===== src/rtl/cls_seq_pkg.sv =====
package cls_seq_pkg;
  typedef enum logic [1:0] {
    S1_IDLE = 2'd0,
    S1_RUN  = 2'd1,
    S1_HOLD = 2'd2
  } s1_state_e;
endpackage


===== src/rtl/cls_seq_cfg.sv =====
module cls_seq_cfg #(
  parameter int CFG_W      = 9,
  parameter int BURST_BITS = 72,
  parameter int MAX_BEATS  = 4,
  parameter int NB_W       = 3
) (
  input  logic             clk,
  input  logic             rst_n,
  input  logic [CFG_W-1:0] cfg_bits,
  output logic [NB_W-1:0]  nb,
  output logic             cfg_ok
);
  localparam int SUM_W = CFG_W + 1;

  logic [SUM_W-1:0] rounded;
  logic [NB_W-1:0]  nb_d, nb_q;
  logic             ok_q;

  always_comb begin
    rounded = ({1'b0, cfg_bits} + SUM_W'(BURST_BITS - 1)) / SUM_W'(BURST_BITS);
    if (rounded == '0)
      nb_d = NB_W'(1);
    else if (rounded > SUM_W'(MAX_BEATS))
      nb_d = NB_W'(MAX_BEATS);
    else
      nb_d = NB_W'(rounded);
  end

  always_ff @(posedge clk or negedge rst_n) begin
    if (!rst_n) begin
      ok_q <= 1'b0;
      nb_q <= NB_W'(1);
    end else if (!ok_q) begin
      ok_q <= 1'b1;
      nb_q <= nb_d;
    end
  end

  assign nb     = nb_q;
  assign cfg_ok = ok_q;


  cfg_freeze_chk: assert property (@(posedge clk) disable iff (!rst_n)
    ok_q |=> (ok_q && $stable(nb_q)));
endmodule


===== src/rtl/cls_seq_lpm_stage.sv =====
module cls_seq_lpm_stage
  import cls_seq_pkg::*;
#(
  parameter int TAG_W   = 8,
  parameter int CNT_W   = 4,
  parameter int FIELDS  = 4,
  parameter int FIELD_W = 2,
  parameter int BEAT_W  = 2,
  parameter int NB_W    = 3
) (
  input  logic               clk,
  input  logic               rst_n,
  input  logic               cfg_ok,
  input  logic [NB_W-1:0]    nb,
  input  logic               req_valid,
  output logic               req_ready,
  input  logic [TAG_W-1:0]   req_tag,
  input  logic [CNT_W-1:0]   req_cnt,
  output logic               lpm_valid,
  input  logic               lpm_ready,
  output logic [FIELD_W-1:0] lpm_field,
  output logic [BEAT_W-1:0]  lpm_beat,
  output logic [TAG_W-1:0]   lpm_tag,
  output logic               avail,
  output logic [TAG_W-1:0]   out_tag,
  output logic [CNT_W-1:0]   out_cnt,
  input  logic               take
);
  s1_state_e          state_q, state_d;
  logic [FIELD_W-1:0] field_q, field_d;
  logic [BEAT_W-1:0]  beat_q, beat_d;
  logic [TAG_W-1:0]   tag_q, tag_d;
  logic [CNT_W-1:0]   cnt_q, cnt_d;
  logic               fire, beat_last, last, req_fire;

  always_comb begin
    fire      = lpm_valid && lpm_ready;
    beat_last = (NB_W'(beat_q) == (nb - NB_W'(1)));
    last      = fire && beat_last && (field_q == FIELD_W'(FIELDS - 1));
    avail     = (state_q == S1_HOLD) || last;
    req_ready = cfg_ok && ((state_q == S1_IDLE) || (avail && take));
    req_fire  = req_valid && req_ready;

    state_d = state_q;
    field_d = field_q;
    beat_d  = beat_q;
    tag_d   = tag_q;
    cnt_d   = cnt_q;
    if (req_fire) begin
      state_d = S1_RUN;
      field_d = '0;
      beat_d  = '0;
      tag_d   = req_tag;
      cnt_d   = req_cnt;
    end else if (avail && take) begin
      state_d = S1_IDLE;
    end else if (last) begin
      state_d = S1_HOLD;
    end else if (fire) begin
      if (beat_last) begin
        beat_d  = '0;
        field_d = field_q + FIELD_W'(1);
      end else begin
        beat_d  = beat_q + BEAT_W'(1);
      end
    end
  end

  always_ff @(posedge clk or negedge rst_n) begin
    if (!rst_n) begin
      state_q <= S1_IDLE;
      field_q <= '0;
      beat_q  <= '0;
      tag_q   <= '0;
      cnt_q   <= '0;
    end else begin
      state_q <= state_d;
      field_q <= field_d;
      beat_q  <= beat_d;
      tag_q   <= tag_d;
      cnt_q   <= cnt_d;
    end
  end

  assign lpm_valid = (state_q == S1_RUN);
  assign lpm_field = field_q;
  assign lpm_beat  = beat_q;
  assign lpm_tag   = tag_q;
  assign out_tag   = tag_q;
  assign out_cnt   = cnt_q;


  lpm_hold_chk: assert property (@(posedge clk) disable iff (!rst_n)
    (lpm_valid && !lpm_ready) |=>
      (lpm_valid && $stable(lpm_field) && $stable(lpm_beat) && $stable(lpm_tag)));


  lpm_beat_chk: assert property (@(posedge clk) disable iff (!rst_n)
    lpm_valid |-> (NB_W'(lpm_beat) < nb));


  s1_park_chk: assert property (@(posedge clk) disable iff (!rst_n)
    ((state_q == S1_HOLD) && !take) |=> ((state_q == S1_HOLD) && $stable(tag_q)));
endmodule


===== src/rtl/cls_seq_rule_stage.sv =====
module cls_seq_rule_stage #(
  parameter int TAG_W = 8,
  parameter int CNT_W = 4
) (
  input  logic             clk,
  input  logic             rst_n,
  input  logic             avail,
  input  logic [TAG_W-1:0] in_tag,
  input  logic [CNT_W-1:0] in_cnt,
  output logic             take,
  input  logic             done_free,
  output logic             rule_valid,
  input  logic             rule_ready,
  output logic [CNT_W-1:0] rule_idx,
  output logic             rule_half,
  output logic [TAG_W-1:0] rule_tag,
  output logic             done_set,
  output logic [TAG_W-1:0] done_tag_d
);
  logic             busy_q, busy_d;
  logic [CNT_W-1:0] idx_q, idx_d, cnt_q, cnt_d;
  logic             half_q, half_d;
  logic [TAG_W-1:0] tag_q, tag_d;
  logic             last_beat, fire, last_fire, empty_pkt;

  always_comb begin
    last_beat  = half_q && (idx_q == cnt_q - CNT_W'(1));
    rule_valid = busy_q && !(last_beat && !done_free);
    fire       = rule_valid && rule_ready;
    last_fire  = fire && last_beat;
    empty_pkt  = (in_cnt == '0);
    take       = avail && (empty_pkt ? (!busy_q && done_free) : (!busy_q || last_fire));
    done_set   = last_fire || (take && empty_pkt);
    done_tag_d = last_fire ? tag_q : in_tag;

    busy_d = busy_q;
    idx_d  = idx_q;
    half_d = half_q;
    tag_d  = tag_q;
    cnt_d  = cnt_q;
    if (take && !empty_pkt) begin
      busy_d = 1'b1;
      idx_d  = '0;
      half_d = 1'b0;
      tag_d  = in_tag;
      cnt_d  = in_cnt;
    end else if (last_fire) begin
      busy_d = 1'b0;
    end else if (fire) begin
      if (half_q) begin
        half_d = 1'b0;
        idx_d  = idx_q + CNT_W'(1);
      end else begin
        half_d = 1'b1;
      end
    end
  end

  always_ff @(posedge clk or negedge rst_n) begin
    if (!rst_n) begin
      busy_q <= 1'b0;
      idx_q  <= '0;
      half_q <= 1'b0;
      tag_q  <= '0;
      cnt_q  <= '0;
    end else begin
      busy_q <= busy_d;
      idx_q  <= idx_d;
      half_q <= half_d;
      tag_q  <= tag_d;
      cnt_q  <= cnt_d;
    end
  end

  assign rule_idx  = idx_q;
  assign rule_half = half_q;
  assign rule_tag  = tag_q;


  rule_idx_chk: assert property (@(posedge clk) disable iff (!rst_n)
    rule_valid |-> (rule_idx < cnt_q));


  rule_hold_chk: assert property (@(posedge clk) disable iff (!rst_n)
    (rule_valid && !rule_ready) |=>
      (rule_valid && $stable(rule_idx) && $stable(rule_half) && $stable(rule_tag)));


  slot_block_chk: assert property (@(posedge clk) disable iff (!rst_n)
    !done_free |-> !last_fire);
endmodule


===== src/rtl/cls_seq_done.sv =====
module cls_seq_done #(
  parameter int TAG_W = 8
) (
  input  logic             clk,
  input  logic             rst_n,
  input  logic             done_set,
  input  logic [TAG_W-1:0] done_tag_d,
  output logic             done_free,
  output logic             done_valid,
  input  logic             done_ready,
  output logic [TAG_W-1:0] done_tag
);
  logic             vld_q, vld_d;
  logic [TAG_W-1:0] tag_q;

  always_comb begin
    done_free = !vld_q || done_ready;
    if (done_set)
      vld_d = 1'b1;
    else if (done_ready)
      vld_d = 1'b0;
    else
      vld_d = vld_q;
  end

  always_ff @(posedge clk or negedge rst_n) begin
    if (!rst_n) begin
      vld_q <= 1'b0;
      tag_q <= '0;
    end else begin
      vld_q <= vld_d;
      if (done_set) tag_q <= done_tag_d;
    end
  end

  assign done_valid = vld_q;
  assign done_tag   = tag_q;


  done_hold_chk: assert property (@(posedge clk) disable iff (!rst_n)
    (done_valid && !done_ready) |=> (done_valid && $stable(done_tag)));
endmodule


===== src/rtl/cls_lookup_seq.sv =====
module cls_lookup_seq #(
  parameter int TAG_W      = 8,
  parameter int CNT_W      = 4,
  parameter int CFG_W      = 9,
  parameter int BURST_BITS = 72,
  parameter int FIELDS     = 4,
  parameter int MAX_BEATS  = 4
) (
  input  logic                        clk,
  input  logic                        rst_n,
  input  logic [CFG_W-1:0]            cfg_entry_bits,
  input  logic                        req_valid,
  output logic                        req_ready,
  input  logic [TAG_W-1:0]            req_tag,
  input  logic [CNT_W-1:0]            req_rule_cnt,
  output logic                        lpm_cmd_valid,
  input  logic                        lpm_cmd_ready,
  output logic [$clog2(FIELDS)-1:0]   lpm_cmd_field,
  output logic [$clog2(MAX_BEATS)-1:0] lpm_cmd_beat,
  output logic [TAG_W-1:0]            lpm_cmd_tag,
  output logic                        rule_cmd_valid,
  input  logic                        rule_cmd_ready,
  output logic [CNT_W-1:0]            rule_cmd_index,
  output logic                        rule_cmd_half,
  output logic [TAG_W-1:0]            rule_cmd_tag,
  output logic                        done_valid,
  input  logic                        done_ready,
  output logic [TAG_W-1:0]            done_tag
);
  localparam int FIELD_W = $clog2(FIELDS);
  localparam int BEAT_W  = $clog2(MAX_BEATS);
  localparam int NB_W    = $clog2(MAX_BEATS + 1);

  logic             sync_a_q, sync_b_q;
  logic             rst_int_n;
  logic [NB_W-1:0]  nb;
  logic             cfg_ok;
  logic             avail, take, done_free, done_set;
  logic [TAG_W-1:0] s1_tag, done_tag_d;
  logic [CNT_W-1:0] s1_cnt;

  always_ff @(posedge clk or negedge rst_n) begin
    if (!rst_n) begin
      sync_a_q <= 1'b0;
      sync_b_q <= 1'b0;
    end else begin
      sync_a_q <= 1'b1;
      sync_b_q <= sync_a_q;
    end
  end
  assign rst_int_n = sync_b_q;

  cls_seq_cfg #(.CFG_W(CFG_W), .BURST_BITS(BURST_BITS), .MAX_BEATS(MAX_BEATS), .NB_W(NB_W)) u_cfg (
    .clk(clk), .rst_n(rst_int_n), .cfg_bits(cfg_entry_bits), .nb(nb), .cfg_ok(cfg_ok));

  cls_seq_lpm_stage #(.TAG_W(TAG_W), .CNT_W(CNT_W), .FIELDS(FIELDS), .FIELD_W(FIELD_W),
                      .BEAT_W(BEAT_W), .NB_W(NB_W)) u_lpm (
    .clk(clk), .rst_n(rst_int_n), .cfg_ok(cfg_ok), .nb(nb),
    .req_valid(req_valid), .req_ready(req_ready), .req_tag(req_tag), .req_cnt(req_rule_cnt),
    .lpm_valid(lpm_cmd_valid), .lpm_ready(lpm_cmd_ready), .lpm_field(lpm_cmd_field),
    .lpm_beat(lpm_cmd_beat), .lpm_tag(lpm_cmd_tag),
    .avail(avail), .out_tag(s1_tag), .out_cnt(s1_cnt), .take(take));

  cls_seq_rule_stage #(.TAG_W(TAG_W), .CNT_W(CNT_W)) u_rule (
    .clk(clk), .rst_n(rst_int_n), .avail(avail), .in_tag(s1_tag), .in_cnt(s1_cnt),
    .take(take), .done_free(done_free),
    .rule_valid(rule_cmd_valid), .rule_ready(rule_cmd_ready), .rule_idx(rule_cmd_index),
    .rule_half(rule_cmd_half), .rule_tag(rule_cmd_tag),
    .done_set(done_set), .done_tag_d(done_tag_d));

  cls_seq_done #(.TAG_W(TAG_W)) u_done (
    .clk(clk), .rst_n(rst_int_n), .done_set(done_set), .done_tag_d(done_tag_d),
    .done_free(done_free), .done_valid(done_valid), .done_ready(done_ready), .done_tag(done_tag));


  reset_quiet_chk: assert property (@(posedge clk)
    !rst_int_n |-> (!req_ready && !lpm_cmd_valid && !rule_cmd_valid && !done_valid));
endmodule


===== config.mk =====
export PLATFORM = sky130hd
export DESIGN_NAME = cls_lookup_seq
export DESIGN_NICKNAME = d
export VERILOG_FILES = /design/src/rtl/cls_seq_pkg.sv /design/src/rtl/cls_seq_cfg.sv /design/src/rtl/cls_seq_lpm_stage.sv /design/src/rtl/cls_seq_rule_stage.sv /design/src/rtl/cls_seq_done.sv /design/src/rtl/cls_lookup_seq.sv
export SDC_FILE = /design/constraint.sdc
export NUM_CORES = 1
export LEC_CHECK = 0
export ABC_AREA = 1
export BUFFER_PORTS_ARGS = -buffer_cell sky130_fd_sc_hd__buf_2
export CAP_MARGIN = 20
export CORE_MARGIN = 4
export CORE_UTILIZATION = 30
export CTS_BUF_LIST = sky130_fd_sc_hd__clkbuf_8
export CTS_CLUSTER_SIZE = 20
export DETAILED_ROUTE_END_ITERATION = 10
export HOLD_SLACK_MARGIN = 0.12
export PLACE_DENSITY = 0.5
export SLEW_MARGIN = 20
export SYNTH_ARGS = -nofsm -noshare
export SYNTH_HDL_FRONTEND = slang
export SYNTH_SLANG_ARGS = --single-unit

===== constraint.sdc =====
create_clock -name clk -period 5.1 [get_ports clk]
set_clock_uncertainty 0.1 [all_clocks]
set_input_delay 0.765 -clock clk [delete_from_list [all_inputs] [get_ports clk]]
set_output_delay 0.765 -clock clk [all_outputs]
set_load 0.005 [all_outputs]

==> metrics.log <==
[metrics] result of the run: finished, final reports clean
[metrics] post-detailed-route DRC marker count: 0
[metrics] cell count after placement: 502
[metrics] post-layout minimum cycle time: ~3.5 ns
[metrics] CTS H-tree depth: 2
[metrics] total negative slack: 0 ns
[metrics] final setup fails: 0
[metrics] antenna viol nets, final: 0
[metrics] power density over the cells: roughly 470 mW/mm²
[metrics] worst-skew pair later-pin latency: 0.30 ns
[metrics] post-synthesis average cell area: ~8.1 µm²
[metrics] worst flop-to-flop path startpoint: u_rule.cnt_q[0]
[metrics] number of nets in the layout: 434
[metrics] number of global-route vias before repair: 2131
[metrics] maximum number of pins on one net before global-route repair: 50
[metrics] most area-consuming cells after synthesis: dfrtp_1, nand2_1, inv_1, nor2_1, nand3_1
[metrics] starting density of the core: 0.311
[metrics] buffer cell driving the clock tree root: clkbuf_8
[metrics] data arrival time at the worst-slack endpoint: 2.62 ns
[metrics] Relative slew margins: 0.354
[metrics] largest fanout on the critical path: 11
[metrics] Die Outline Area: 0.0107 mm²
[metrics] leftover overflow at the end of global routing: 0
[metrics] area growth from synthesis to layout: 20.0%
[metrics] total via count after detailed routing: about 2300
[metrics] Seq cells post-synth: 51
[metrics] final routed wire length divided by cell count: 11.4 µm
[metrics] YS warnings: 0
[metrics] y dimension of the die: roughly 100 µm
[metrics] critical path capture point type: primary output
[metrics] post-CTS clock slew at the launch and capture registers of the worst setup and hold paths: 0.10 ns
[metrics] area fraction of the dominant cell type after synthesis: 0.457
[metrics] Die X: 104 µm
[metrics] total chip power: 0.00154 W
[metrics] Port-buffer cells: 63
[metrics] sequential share of the synthesized area: 0.466
[metrics] fraction of layout instances using a drive strength above 1: 0.268
[metrics] cells after synthesis: 337
[metrics] max-cap violations: 0
[metrics] wire length of the first global-routing pass: 10.1 mm
[metrics] I/O pin count: 64
[metrics] Setup CP Type: reg2out
[metrics] number of distinct library cells after synthesis: 34
[metrics] global placement routability congestion: 0.736
[metrics] max frequency: 0.287 GHz
[metrics] setup repair after global routing missed its margin: no
[metrics] sequential cell area in the final layout: 0.00128 mm²
[metrics] total clock sinks: 51
[metrics] CP Data Required Time: 4.24 ns
[metrics] Startpoint Class: flop
[metrics] initial detailed-routing violation count: 95
[metrics] final non-filler cell total: 511
[metrics] Peak supply drop: about 130 µV
[metrics] startpoint of the worst setup timing path: u_rule.cnt_q[0]
[metrics] dpl hpwl: 4.56 mm
[metrics] number of buffers on the longest clock path: 2
[metrics] number of cell rows: 34
[metrics] aggregate global-route resource usage: 0.114
[metrics] total non-filler cell area in the finished layout: about 0.0033 mm²
[metrics] Gates resized, CTS repair: 0
[metrics] count of TritonRoute iterations in the first routing pass: 4
[metrics] number of antenna diodes: 0
[metrics] Pins Over Slew Limit: 0
[metrics] leakage power: between 1.5 and 2 nW
[metrics] count of endpoints failing hold in the final timing report: 0
[metrics] number of antenna violations at the first check in global routing: 1
[metrics] detailed-route wire length: 5.85 mm
[metrics] synthesized area: 0.00274 mm²
[metrics] final clock period utilization by the worst path: 0.683
[metrics] TritonCTS Buffers: 5
[metrics] CTS tree: built
[metrics] placeable core area: 0.00881 mm²
[metrics] slew of the pin with the lowest slew margin: 0.966 ns
[metrics] library cell occupying the most area in the post-synthesis netlist: dfrtp_1
[metrics] vias per std cell: 4.43
[metrics] number of fillers in the final layout: 922
[metrics] kind of path behind the tightest hold check: reg2async
[metrics] Multi-input gate area: around 0.0012 mm²
[metrics] standard cell area after detailed placement: 0.00314 mm²
==> stage by stage <==
step	setup slack (ns)	hold slack, ns	utilization
final	1.62	0.250	0.373
after detailed placement	1.84	0.240	0.356
after CTS	1.56	0.264	0.373
after floorplan	2.51	0.231	-
after global routing	1.38	0.273	0.373
after global placement	1.95	0.234	0.356
==> cell usage after synthesis, drive strengths merged <==
cell type and count:
or2 2, nand3b 1, clkbuf 2, nand4 8, o22ai 8, nand2 86
xor2 4, xnor2 6, buf 5, ha 5, inv 47, nor4 1
and3 1, o21a 1, nand3 24, dfstp 1, nor3 3, nor2 48
o21ai 15, o211ai 2, a21oi 16, dfrtp 50, conb 1
==> cell usage in the layout, fill, tap and decap left out, types with 5 or more instances in the layout <==
| master | Yosys | final |
|---|---|---|
| xnor2_1 | 6 | 6 |
| dfrtp_1 | 50 | 49 |
| o21ai_0 | 10 | 10 |
| o22ai_1 | 8 | 8 |
| nand2_1 | 83 | 83 |
| nor2_1 | 38 | 38 |
| buf_2 | 1 | 63 |
| ha_1 | 5 | 5 |
| inv_1 | 45 | 45 |
| nor2_2 | 10 | 10 |
| nand3_1 | 21 | 21 |
| a21oi_2 | 11 | 11 |
| a21oi_1 | 5 | 5 |
| nand4_1 | 7 | 7 |
| clkbuf_8 | 0 | 5 |
==> cell families (layout without fill, tap and decap cells) <==
logic type	count (synthesis)	count (layout)	synth area share
adders and majority gates	5	5	0.0228
AOI/OAI and AO/OA	42	42	0.103
and+or+nand+nor	174	174	0.289
DFF	51	51	0.466
buffers and inverters	54	119	0.0854
other	1	2	0.00137
xor gates and xnor gates	10	10	0.0320
==> final cells by class <==
cell class | instances | area share
sequential | 51 | 0.390
multi-input combinational | 233 | 0.375
timing repair buffer | 64 | 0.0990
inverter | 47 | 0.0537
tap | 108 | 0.0411
clock buffer | 5 | 0.0209
clock inverter | 3 | 0.0206
==> routing by layer <==
metal  track usage  part of all wire
met3        0.0361             0.057
met5             0            0.0012
met4        0.0285             0.011
met2         0.176              0.44
met1         0.155              0.49
==> critical path, cell delays in order, from the launching register on <==
cell     delay [ns]
dfrtp_1        0.39
inv_2          0.05
ha_1           0.30
xnor2_1        0.12
nor2_1         0.09
nand2_1        0.07
nor2_2         0.12
nand4_1        0.43
nand2_2        0.27
nand3_4        0.11
a21oi_1        0.21
buf_2          0.15
==> state kept, by name (all words and copies together), names as in the netlist <==
register           flops
u_done.done_valid      1
rst_int_n              1
u_cfg.cfg_ok           1
u_rule.rule_idx        4
u_done.done_tag        8
u_rule.busy_q          1
u_lpm.lpm_field        2
u_lpm.state_q          2
u_lpm.lpm_beat         2
sync_a_q               1
u_rule.rule_tag        8
u_lpm.out_cnt          4
u_rule.cnt_q           4
u_rule.rule_half       1
u_cfg.nb               3
u_lpm.lpm_tag          8
==> power by group <==
group	switching (W)	internal, W	leakage (nW)
clock	0.000131	0.000196	0.0644
combinational	0.000302	0.000250	1.10
sequential	0.000128	0.000539	0.641
==> worst paths after layout <==
path / end / slack [ns] / cells after the start
worst min-delay path: u_rule.rule_tag[0] / 0.25 / 0
max in group asynchronous: rst_int_n / 4.13 / 2
worst min register to register: u_rule.rule_tag[0] / 0.25 / 0
worst max register to register: u_rule.rule_tag[5] / 1.91 / 10
worst max-delay path: req_ready / 1.62 / 11
min in group clk: rst_int_n / 0.26 / 0
==> timing repair <==
item,CTS,global route
endpoints found under the setup margin,0,0
hold buffers,1,0
endpoints found under the hold margin,2,0
buffers inserted,0,0
Power figures use the tool's default switching activity.
